File: src/rtl/adc_seq_pkg.sv
package adc_seq_pkg;

  typedef enum logic [2:0] {
    ST_IDLE,
    ST_WRLO,
    ST_HOLD,
    ST_WAIT,
    ST_GAP,
    ST_RDLO,
    ST_REL
  } seq_state_e;

  // Round a duration in ns up to whole clock cycles, never below one.
  function automatic int ns_to_cyc(input int dur_ns, input int per_ns);
    int c;
    c = (dur_ns + per_ns - 1) / per_ns;
    return (c < 1) ? 1 : c;
  endfunction

  function automatic int imax(input int a, input int b);
    return (a > b) ? a : b;
  endfunction

endpackage

File: src/rtl/adc_seq_sync.sv
module adc_seq_sync #(
  parameter int   STAGES  = 2,
  parameter logic RST_VAL = 1'b1
) (
  input  logic clk,
  input  logic rst_n,
  input  logic d,
  output logic q
);

  logic [STAGES-1:0] ff_q;

  always_ff @(posedge clk or negedge rst_n) begin
    if (!rst_n) ff_q <= {STAGES{RST_VAL}};
    else        ff_q <= {ff_q[STAGES-2:0], d};
  end

  assign q = ff_q[STAGES-1];

endmodule

File: src/rtl/adc_seq_timer.sv
// Phase timer: loaded with N-1 on entry, phase ends when it reads zero.
module adc_seq_timer #(
  parameter int W = 4
) (
  input  logic         clk,
  input  logic         rst_n,
  input  logic         load,
  input  logic [W-1:0] load_val,
  output logic         zero
);

  logic [W-1:0] cnt_q, cnt_d;
  logic         cnt_en;

  always_comb begin
    cnt_en = load || (cnt_q != '0);
    cnt_d  = load ? load_val : cnt_q - W'(1);
  end

  always_ff @(posedge clk or negedge rst_n) begin
    if (!rst_n)      cnt_q <= '0;
    else if (cnt_en) cnt_q <= cnt_d;
  end

  assign zero = (cnt_q == '0);

endmodule

File: src/rtl/adc_seq_elapsed.sv
// Saturating cycle counter measured from the start strobe.
module adc_seq_elapsed #(
  parameter int W = 12
) (
  input  logic         clk,
  input  logic         rst_n,
  input  logic         clr,
  input  logic         run,
  output logic [W-1:0] count
);

  logic [W-1:0] cnt_q, cnt_d;
  logic         cnt_en;

  always_comb begin
    cnt_en = clr || (run && (cnt_q != '1));
    cnt_d  = clr ? '0 : cnt_q + W'(1);
  end

  always_ff @(posedge clk or negedge rst_n) begin
    if (!rst_n)      cnt_q <= '0;
    else if (cnt_en) cnt_q <= cnt_d;
  end

  assign count = cnt_q;

endmodule

File: src/rtl/adc_seq_capture.sv
// Holds the address to drive and the captured result with its valid pulse.
module adc_seq_capture #(
  parameter int DATA_W = 8,
  parameter int ADDR_W = 4
) (
  input  logic              clk,
  input  logic              rst_n,
  input  logic              addr_ld,
  input  logic [ADDR_W-1:0] addr_in,
  input  logic              smp_ld,
  input  logic [DATA_W-1:0] bus_in,
  output logic [DATA_W-1:0] addr_bus,
  output logic [DATA_W-1:0] smp_data,
  output logic              smp_valid
);

  logic [ADDR_W-1:0] addr_q;
  logic [DATA_W-1:0] data_q;
  logic              valid_q;

  always_ff @(posedge clk or negedge rst_n) begin
    if (!rst_n)       addr_q <= '0;
    else if (addr_ld) addr_q <= addr_in;
  end

  always_ff @(posedge clk or negedge rst_n) begin
    if (!rst_n)      data_q <= '0;
    else if (smp_ld) data_q <= bus_in;
  end

  always_ff @(posedge clk or negedge rst_n) begin
    if (!rst_n) valid_q <= 1'b0;
    else        valid_q <= smp_ld;
  end

  assign addr_bus  = DATA_W'(addr_q);
  assign smp_data  = data_q;
  assign smp_valid = valid_q;

endmodule

File: src/rtl/adc_bus_seq.sv
module adc_bus_seq
  import adc_seq_pkg::*;
#(
  parameter int CLK_PERIOD_NS = 20,
  parameter int DATA_W        = 8,
  parameter int ADDR_W        = 4,
  parameter int T_WR_LOW_NS   = 150,
  parameter int T_SETUP_NS    = 100,
  parameter int T_HOLD_NS     = 50,
  parameter int T_INTR_CLR_NS = 400,
  parameter int T_INTR_RD_NS  = 600,
  parameter int T_ACCESS_NS   = 225,
  parameter int T_RELEASE_NS  = 225,
  parameter int T_TIMEOUT_NS  = 60000
) (
  input  logic              clk,
  input  logic              rst_n,
  input  logic              req_valid,
  output logic              req_ready,
  input  logic [ADDR_W-1:0] req_chan,
  input  logic              req_reuse,
  output logic              smp_valid,
  output logic [DATA_W-1:0] smp_data,
  output logic              smp_err,
  input  logic [DATA_W-1:0] bus_din,
  output logic [DATA_W-1:0] bus_dout,
  output logic              bus_oe,
  output logic              adc_cs_n,
  output logic              adc_wr_n,
  output logic              adc_rd_n,
  input  logic              adc_intr_n
);

  // WR low must cover both the strobe width and the data setup time.
  localparam int WRL_CYC  = imax(ns_to_cyc(T_WR_LOW_NS, CLK_PERIOD_NS),
                                 ns_to_cyc(T_SETUP_NS, CLK_PERIOD_NS));
  localparam int HOLD_CYC = ns_to_cyc(T_HOLD_NS, CLK_PERIOD_NS);
  localparam int CLR_CYC  = ns_to_cyc(T_INTR_CLR_NS, CLK_PERIOD_NS);
  localparam int GAP_CYC  = ns_to_cyc(T_INTR_RD_NS, CLK_PERIOD_NS);
  localparam int ACC_CYC  = ns_to_cyc(T_ACCESS_NS, CLK_PERIOD_NS);
  localparam int REL_CYC  = ns_to_cyc(T_RELEASE_NS, CLK_PERIOD_NS);
  localparam int TO_CYC   = ns_to_cyc(T_TIMEOUT_NS, CLK_PERIOD_NS);
  localparam int PH_MAX   = imax(imax(WRL_CYC, HOLD_CYC),
                                 imax(GAP_CYC, imax(ACC_CYC, REL_CYC)));
  localparam int PH_W     = $clog2(PH_MAX + 1);
  localparam int EL_W     = $clog2(imax(TO_CYC, CLR_CYC) + 2);

  logic rst_int_n;
  logic intr_s_n;

  seq_state_e state_q, state_d;
  logic       reuse_q;
  logic       accept, capture, err_d, drive_d;
  logic       t_load, t_zero;
  logic [PH_W-1:0] t_val;
  logic       el_run;
  logic [EL_W-1:0] el_cnt;

  logic wr_n_q, rd_n_q, cs_n_q, oe_q, err_q;

  // Reset: asserted asynchronously, released on a clock edge.
  adc_seq_sync #(.STAGES(2), .RST_VAL(1'b0)) u_rst_sync (
    .clk   (clk),
    .rst_n (rst_n),
    .d     (1'b1),
    .q     (rst_int_n)
  );

  adc_seq_sync #(.STAGES(2), .RST_VAL(1'b1)) u_intr_sync (
    .clk   (clk),
    .rst_n (rst_int_n),
    .d     (adc_intr_n),
    .q     (intr_s_n)
  );

  adc_seq_timer #(.W(PH_W)) u_phase (
    .clk      (clk),
    .rst_n    (rst_int_n),
    .load     (t_load),
    .load_val (t_val),
    .zero     (t_zero)
  );

  assign el_run = (state_q == ST_WRLO) || (state_q == ST_HOLD) || (state_q == ST_WAIT);

  adc_seq_elapsed #(.W(EL_W)) u_elapsed (
    .clk   (clk),
    .rst_n (rst_int_n),
    .clr   (accept),
    .run   (el_run),
    .count (el_cnt)
  );

  adc_seq_capture #(.DATA_W(DATA_W), .ADDR_W(ADDR_W)) u_capture (
    .clk       (clk),
    .rst_n     (rst_int_n),
    .addr_ld   (accept),
    .addr_in   (req_chan),
    .smp_ld    (capture),
    .bus_in    (bus_din),
    .addr_bus  (bus_dout),
    .smp_data  (smp_data),
    .smp_valid (smp_valid)
  );

  // Next-state logic.
  always_comb begin
    state_d = state_q;
    t_load  = 1'b0;
    t_val   = '0;
    accept  = 1'b0;
    capture = 1'b0;
    err_d   = 1'b0;
    unique case (state_q)
      ST_IDLE: begin
        if (req_valid) begin
          accept  = 1'b1;
          state_d = ST_WRLO;
          t_load  = 1'b1;
          t_val   = PH_W'(WRL_CYC - 1);
        end
      end
      ST_WRLO: begin
        if (t_zero) begin
          if (reuse_q) begin
            state_d = ST_WAIT;
          end else begin
            state_d = ST_HOLD;
            t_load  = 1'b1;
            t_val   = PH_W'(HOLD_CYC - 1);
          end
        end
      end
      ST_HOLD: begin
        if (t_zero) state_d = ST_WAIT;
      end
      ST_WAIT: begin
        if (el_cnt >= EL_W'(TO_CYC)) begin
          state_d = ST_IDLE;
          err_d   = 1'b1;
        end else if ((el_cnt >= EL_W'(CLR_CYC)) && !intr_s_n) begin
          state_d = ST_GAP;
          t_load  = 1'b1;
          t_val   = PH_W'(GAP_CYC - 1);
        end
      end
      ST_GAP: begin
        if (t_zero) begin
          state_d = ST_RDLO;
          t_load  = 1'b1;
          t_val   = PH_W'(ACC_CYC - 1);
        end
      end
      ST_RDLO: begin
        if (t_zero) begin
          capture = 1'b1;
          state_d = ST_REL;
          t_load  = 1'b1;
          t_val   = PH_W'(REL_CYC - 1);
        end
      end
      ST_REL: begin
        if (t_zero) state_d = ST_IDLE;
      end
      default: state_d = ST_IDLE;
    endcase
  end

  always_comb begin
    drive_d = (state_d == ST_HOLD) ||
              ((state_d == ST_WRLO) && (accept ? !req_reuse : !reuse_q));
  end

  // State and registered pin drivers.
  always_ff @(posedge clk or negedge rst_int_n) begin
    if (!rst_int_n) begin
      state_q <= ST_IDLE;
      wr_n_q  <= 1'b1;
      rd_n_q  <= 1'b1;
      cs_n_q  <= 1'b1;
      oe_q    <= 1'b0;
      err_q   <= 1'b0;
    end else begin
      state_q <= state_d;
      wr_n_q  <= (state_d != ST_WRLO);
      rd_n_q  <= (state_d != ST_RDLO);
      cs_n_q  <= (state_d == ST_IDLE) || (state_d == ST_REL);
      oe_q    <= drive_d;
      err_q   <= err_d;
    end
  end

  always_ff @(posedge clk or negedge rst_int_n) begin
    if (!rst_int_n)  reuse_q <= 1'b0;
    else if (accept) reuse_q <= req_reuse;
  end

  assign req_ready = (state_q == ST_IDLE);
  assign adc_wr_n  = wr_n_q;
  assign adc_rd_n  = rd_n_q;
  assign adc_cs_n  = cs_n_q;
  assign bus_oe    = oe_q;
  assign smp_err   = err_q;

endmodule

File: config.mk
export PLATFORM = sky130hd
export DESIGN_NAME = adc_bus_seq
export DESIGN_NICKNAME = d
export VERILOG_FILES = /design/src/rtl/adc_seq_pkg.sv /design/src/rtl/adc_seq_sync.sv /design/src/rtl/adc_seq_timer.sv /design/src/rtl/adc_seq_elapsed.sv /design/src/rtl/adc_seq_capture.sv /design/src/rtl/adc_bus_seq.sv
export SDC_FILE = /design/constraint.sdc
export NUM_CORES = 1
export LEC_CHECK = 0
export BUFFER_PORTS_ARGS = -buffer_cell sky130_fd_sc_hd__clkbuf_2
export CAP_MARGIN = 20
export CORE_MARGIN = 5
export CORE_UTILIZATION = 46
export DETAILED_ROUTE_END_ITERATION = 12
export MAX_ROUTING_LAYER = met4
export PLACE_DENSITY = 0.73
export REMOVE_ABC_BUFFERS = 1
export SLEW_MARGIN = 20
export SYNTH_ARGS = -nofsm -noshare
export SYNTH_HDL_FRONTEND = slang
export SYNTH_SLANG_ARGS = --single-unit
File: constraint.sdc
create_clock -name clk -period 4.5 [get_ports clk]
set_clock_uncertainty 0.2 [all_clocks]
set_input_delay 0.9 -clock clk [delete_from_list [all_inputs] [get_ports clk]]
set_output_delay 0.9 -clock clk [all_outputs]
set_load 0.02 [all_outputs]
Word-level counts from Yosys, hierarchy flattened
Index checks and enable logic that the tools add are counted.
Cells by class
  add/sub/neg operators: 2
  magnitude comparators: 2
  equal/unequal tests: 12
  mux-type cells: 31
  reductions and logical operators: 17
Operators with widths (number)
  2-to-1 mux 3 bit: 9
  case mux 3 bit (7 select lines): 1
  case mux 5 bit (4 select lines): 1
  2-to-1 mux 5 bit: 3
  adder 12 x 1 -> 12 bit, second input constant: 1
  == test 3 bit, second input constant: 4
  >= comparator 12 bit, second input constant: 1
  >= comparator 12 x 5 -> 1 bit, second input constant: 1
  2-to-1 mux 1 bit: 12
  2-to-1 mux 12 bit: 1
  != test 12 bit, second input constant: 1
  == test 3 x 2 -> 1 bit, second input constant: 3
  == test 3 x 1 -> 1 bit, second input constant: 2
  logical NOT 3 bit: 2
  logical OR 1 bit: 6
  logical NOT 5 bit: 1
  nonzero test 5 bit: 1
  subtractor 5 x 1 -> 5 bit, second input constant: 1
  2-to-1 mux 2 bit: 2
  2-to-1 mux 4 bit: 1
  case mux 1 bit (4 select lines): 1
  logical AND 1 bit: 3
  logical NOT 1 bit: 3
  != test 3 x 1 -> 1 bit, second input constant: 1
  other kinds (2): 2
Word-level totals
  flip-flop bits (word level): 43
  input bits: 17
  output and inout port bits: 23

Longest topological paths before layout
  depth after elaboration: 8
  mapped depth: 10
  mapped depth without buffers: 8

Hierarchy
Synthesis repeated with hierarchy kept, for this count alone.
Unflattened totals
  cell total of the unflattened synthesis: 199
  area, all modules: 2175.8 µm²
Modules (own cells, without submodules)
  adc_seq_elapsed: times used 1, cells each 65, area an instance 653.1 µm²
  adc_bus_seq: times used 1, cells each 72, area an instance 605.6 µm²
  adc_seq_capture: times used 1, cells each 31, area an instance 535.5 µm²
  adc_seq_timer: times used 1, cells each 27, area an instance 279.0 µm²
  adc_seq_sync (u_intr_sync): times used 1, cells each 2, area an instance 52.6 µm²
  adc_seq_sync (u_rst_sync): times used 1, cells each 2, area an instance 50.0 µm²

Least setup slack after synthesis
Ideal clock, no wire load.
  path kind: reg2out
  start: reg state_q[1]
  end: out req_ready
  arrival time: 1.009 ns
  required time: 3.400 ns
  setup slack: 2.391 ns
  cell stages (with the launch flop): 2
  path buffers: 0
  cells stage by stage: dfrtp_1 -> nor3_1
On the way
  word-level cells in the longest chain between the ends: 1
RTL lines
  start, declared: line adc_bus_seq.sv:51  | seq_state_e state_q, state_d;
  start signal, assigned: line adc_bus_seq.sv:184  | state_q <= state_d;
  logical NOT 3 bit: line adc_bus_seq.sv:198  | assign req_ready = (state_q == ST_IDLE);
  end, declared: line adc_bus_seq.sv:19  | output logic req_ready,
Every way passes these cells.

Final worst setup path
  start: reg u_phase.cnt_q[0]
  end: reg u_phase.cnt_q[0]
On the way
  word-level cells in the longest chain between the ends: 4
  elaborated cells on any way between the ends: 11
RTL lines
  start, declared: line adc_seq_timer.sv:12  | logic [W-1:0] cnt_q, cnt_d;
  start signal, assigned: line adc_seq_timer.sv:22  | else if (cnt_en) cnt_q <= cnt_d;
  logical NOT 5 bit: line adc_seq_timer.sv:25  | assign zero = (cnt_q == '0);
  2-to-1 mux 4 bit (tied with other cells): line adc_bus_seq.sv:148, adc_bus_seq.sv:155
  case mux 5 bit (4 select lines) / case mux 1 bit (4 select lines) (equally long branches): line adc_bus_seq.sv:114  | unique case (state_q)
  2-to-1 mux 5 bit / logical OR 1 bit (equally long branches): line adc_seq_timer.sv:17, adc_seq_timer.sv:16
Parallel ways exist; a longest one is shown, timed or not.
A chain may end at the register's enable or synchronous reset.

==> results.sh <==
export IMPL_initialDrtViolationCount=80
export IMPL_cts_tree="built"
export IMPL_n_antenna_cell=0
export IMPL_setup_worst_path_start_class="flip-flop"
export IMPL_syn2layout_area_growth_pct=13.7
export IMPL_firstDrtPassIters=4
export IMPL_cts_sink_count=43
export IMPL_worstPathCellList="inv_1 -> ha_1 -> nor4b_2 -> o21ai_0 -> a21oi_1 -> o22ai_1 -> a21oi_1 -> o21ai_0"
export IMPL_timing_fmax_ghz=0.372
export IMPL_vias_per_cell=5.25
export IMPL_cts_buffers=5
export IMPL_dieArea_mm2=0.00598
export IMPL_cp_max_fo=11
export IMPL_cp_num_buf_inv=1
export IMPL_wl_per_cell_um=12.9
export IMPL_power_density_mw_per_mm2=637
export IMPL_setup_viol=0
export IMPL_critPathTopFamily="compound AO/OA/AOI/OAI gates"
export IMPL_min_period_ps=2690
export IMPL_tightest_slew_ps=820
export IMPL_synth_top_area_share_pct=45.6
export IMPL_cp_required_ps=4480
export IMPL_synth_cells=210
export IMPL_yosysTopAreaCell="dfrtp_1"
export IMPL_rsz0062_at_grt="no"
export IMPL_grt_overflow_total=0
export IMPL_ios=40
export IMPL_h_tree_depth=2
export IMPL_coreArea_mm2=0.00438
export IMPL_cpPeakStageDelay_ps=660
export IMPL_first_global_vias=1515
export IMPL_antenna_found_initial=0
export IMPL_async_flop_share_pct=100
export IMPL_path_clk_slew_ps=80
export IMPL_hold_path_class="reg -> async"
export IMPL_initial_core_util_pct=47.6
export IMPL_cts_setup_buffers=0
export IMPL_synth_area_leaders="dfrtp_1, nand2_1, dfstp_2"
export IMPL_seq_area_frac_synth_pct=51.9
export IMPL_fin_util_pct=54.1
export IMPL_cts_root_buf="clkbuf_8"
export IMPL_r2r_cells=8
export IMPL_die_x_um=77.4
export IMPL_leakagePower_nw=1.10
export IMPL_ir_worst_vdd_uv=386
export IMPL_crit_path_end_kind="flip-flop"
export IMPL_cts_path_max_buffers=2
export IMPL_arrival_ps=2660
export IMPL_routed_wl_um=3840
export IMPL_ys_warn_count=0
export IMPL_slew_viol_final=0
export IMPL_dp_hpwl_um=2820
export IMPL_status="finished, final reports clean"
export IMPL_rows=24
export IMPL_synth_ff_type="dfrtp_1"
export IMPL_drc_errors=0
export IMPL_post_cts_resized=0
export IMPL_grt_pass1_wl_um=6800
export IMPL_synth_seq_cells=43
export IMPL_gp_congestion=0.820
export IMPL_cap_violations=0
export IMPL_critPathKind="reg -> reg"
export IMPL_path_depth=8
export IMPL_synth_distinct_cells=52
export IMPL_hold_viol=0
export IMPL_setup_tns_ps=0
export IMPL_ant_nets=0
export IMPL_ctsHoldBuffers=0
export IMPL_finalPower_mw=1.51
export IMPL_timing_final_crit_share_pct=59.7
export IMPL_grtUsageTotal_pct=14.3
export IMPL_syn_cell_area_mm2=0.00209
export IMPL_relSlewSlack_pct=45.3
export IMPL_grt_max_degree=22
export IMPL_critPathSlowestCell="nor4b_2"
export IMPL_clk_latency_ps=300
export IMPL_vias=1559
export IMPL_nets=264
export IMPL_die_h_um=77.4
export IMPL_io_buffers=35
export IMPL_layout_drive_gt1_share_pct=26.1
export IMPL_synth_edf_count=0
export IMPL_avgSynthCellArea_um2=9.94
## worst paths after layout
kind,endpoint,slack [ps],startpoint
worst max-delay path,u_phase.cnt_q[0],1810,u_phase.cnt_q[0]
worst min-delay path,u_capture.addr_q[2],140,u_rst_sync.ff_q[1]
worst max register to register,u_phase.cnt_q[0],1810,u_phase.cnt_q[0]
worst min register to register,u_capture.addr_q[2],140,u_rst_sync.ff_q[1]
max in group asynchronous,u_intr_sync.ff_q[1],3120,u_rst_sync.ff_q[1]
min in group clk,u_intr_sync.ff_q[1],160,u_intr_sync.ff_q[0]
## flip-flops by register name, summed over array words and instances (netlist names)
signal               cells
u_intr_sync.ff_q         2
adc_wr_n                 1
bus_oe                   1
u_capture.smp_valid      1
adc_rd_n                 1
u_capture.addr_q         4
adc_cs_n                 1
reuse_q                  1
state_q                  3
u_elapsed.count         12
u_rst_sync.ff_q          2
u_capture.smp_data       8
u_phase.cnt_q            5
smp_err                  1
## synthesized netlist by cell type, types with 2 or more instances
cell type and n:
mux2_2 5, ha_1 3, o21ai_0 9, nor4_1 4
nor2b_1 3, o311ai_0 2, nor3b_1 2, nand2_1 39
or3_1 2, a21oi_1 6, nand4_1 3, buf_2 3
conb_1 2, clkbuf_1 4, xor2_1 5, xnor2_1 5
buf_4 4, and2_1 2, dfrtp_1 38, dfstp_2 5
nor3_1 5, nand3_1 6, nor2_1 17, inv_1 8
## cells by family (layout without fill, tap and decap cells)
| family | after synthesis | after routing | synth area share, % |
|---|---|---|---|
| compound gates | 35 | 35 | 12.6 |
| mux | 6 | 6 | 3.18 |
| simple gates | 90 | 90 | 21.0 |
| buf+inv | 21 | 53 | 5.04 |
| fa+ha+maj | 3 | 3 | 1.80 |
| other cells | 2 | 5 | 0.360 |
| flops | 43 | 43 | 51.9 |
| xor+xnor | 10 | 10 | 4.20 |
## report_power, final
group	switching, mW	internal, mW
Combinational	0.342	0.245
Clock	0.134	0.125
Sequential	0.134	0.533
Total	0.609	0.903
## stage by stage
| step | area (µm²) | hold slack [ps] | cells | worst slack [ps] |
|---|---|---|---|---|
| after detailed placement | 2270 | 140 | 289 | 1870 |
| final | 2370 | 144 | 297 | 1810 |
| after global routing | 2370 | 144 | 297 | 1530 |
| after CTS | 2370 | 154 | 297 | 1840 |
| after global placement | 2270 | 143 | 289 | 1990 |
| after floorplan | 2030 | 131 | 201 | 2160 |
## metal layers
layer | GRT usage, % | up-vias | share of wire (%)
met5 | - | - | 0
met4 | 4.64 | 0 | 1.5
met3 | 4.51 | 6 | 5.5
met2 | 21.4 | 44 | 44
met1 | 18.4 | 723 | 49
li1 | - | 786 | -
## placed cells by master, fill, tap and decap left out, types with 2 or more instances in the layout
cell	Yosys	routed
and2_1	2	2
clkbuf_8	0	6
inv_1	8	8
nand3_1	6	6
conb_1	2	5
nor2_1	17	17
dfstp_2	5	5
xor2_1	5	5
or3_1	2	2
clkbuf_2	0	35
nand4_1	3	3
a21oi_1	6	6
nor3b_1	2	2
nor2b_1	3	3
nor3_1	5	5
ha_1	3	3
nand2_1	39	39
mux2_2	5	5
o311ai_0	2	2
o21ai_0	9	9
xnor2_1	5	5
nor4_1	4	4
dfrtp_1	38	38
## cell type report
cell class / count / area (µm²)
clock buffers: 6 / 82.6
multi-input cells: 149 / 911
clock inverters: 2 / 16.3
well taps: 52 / 65.1
flip-flops and latches: 43 / 1080
inverters: 9 / 33.8
repair buffers: 36 / 183
fillers: 379 / 2010
Note: power is estimated with default switching activity, not from simulation.
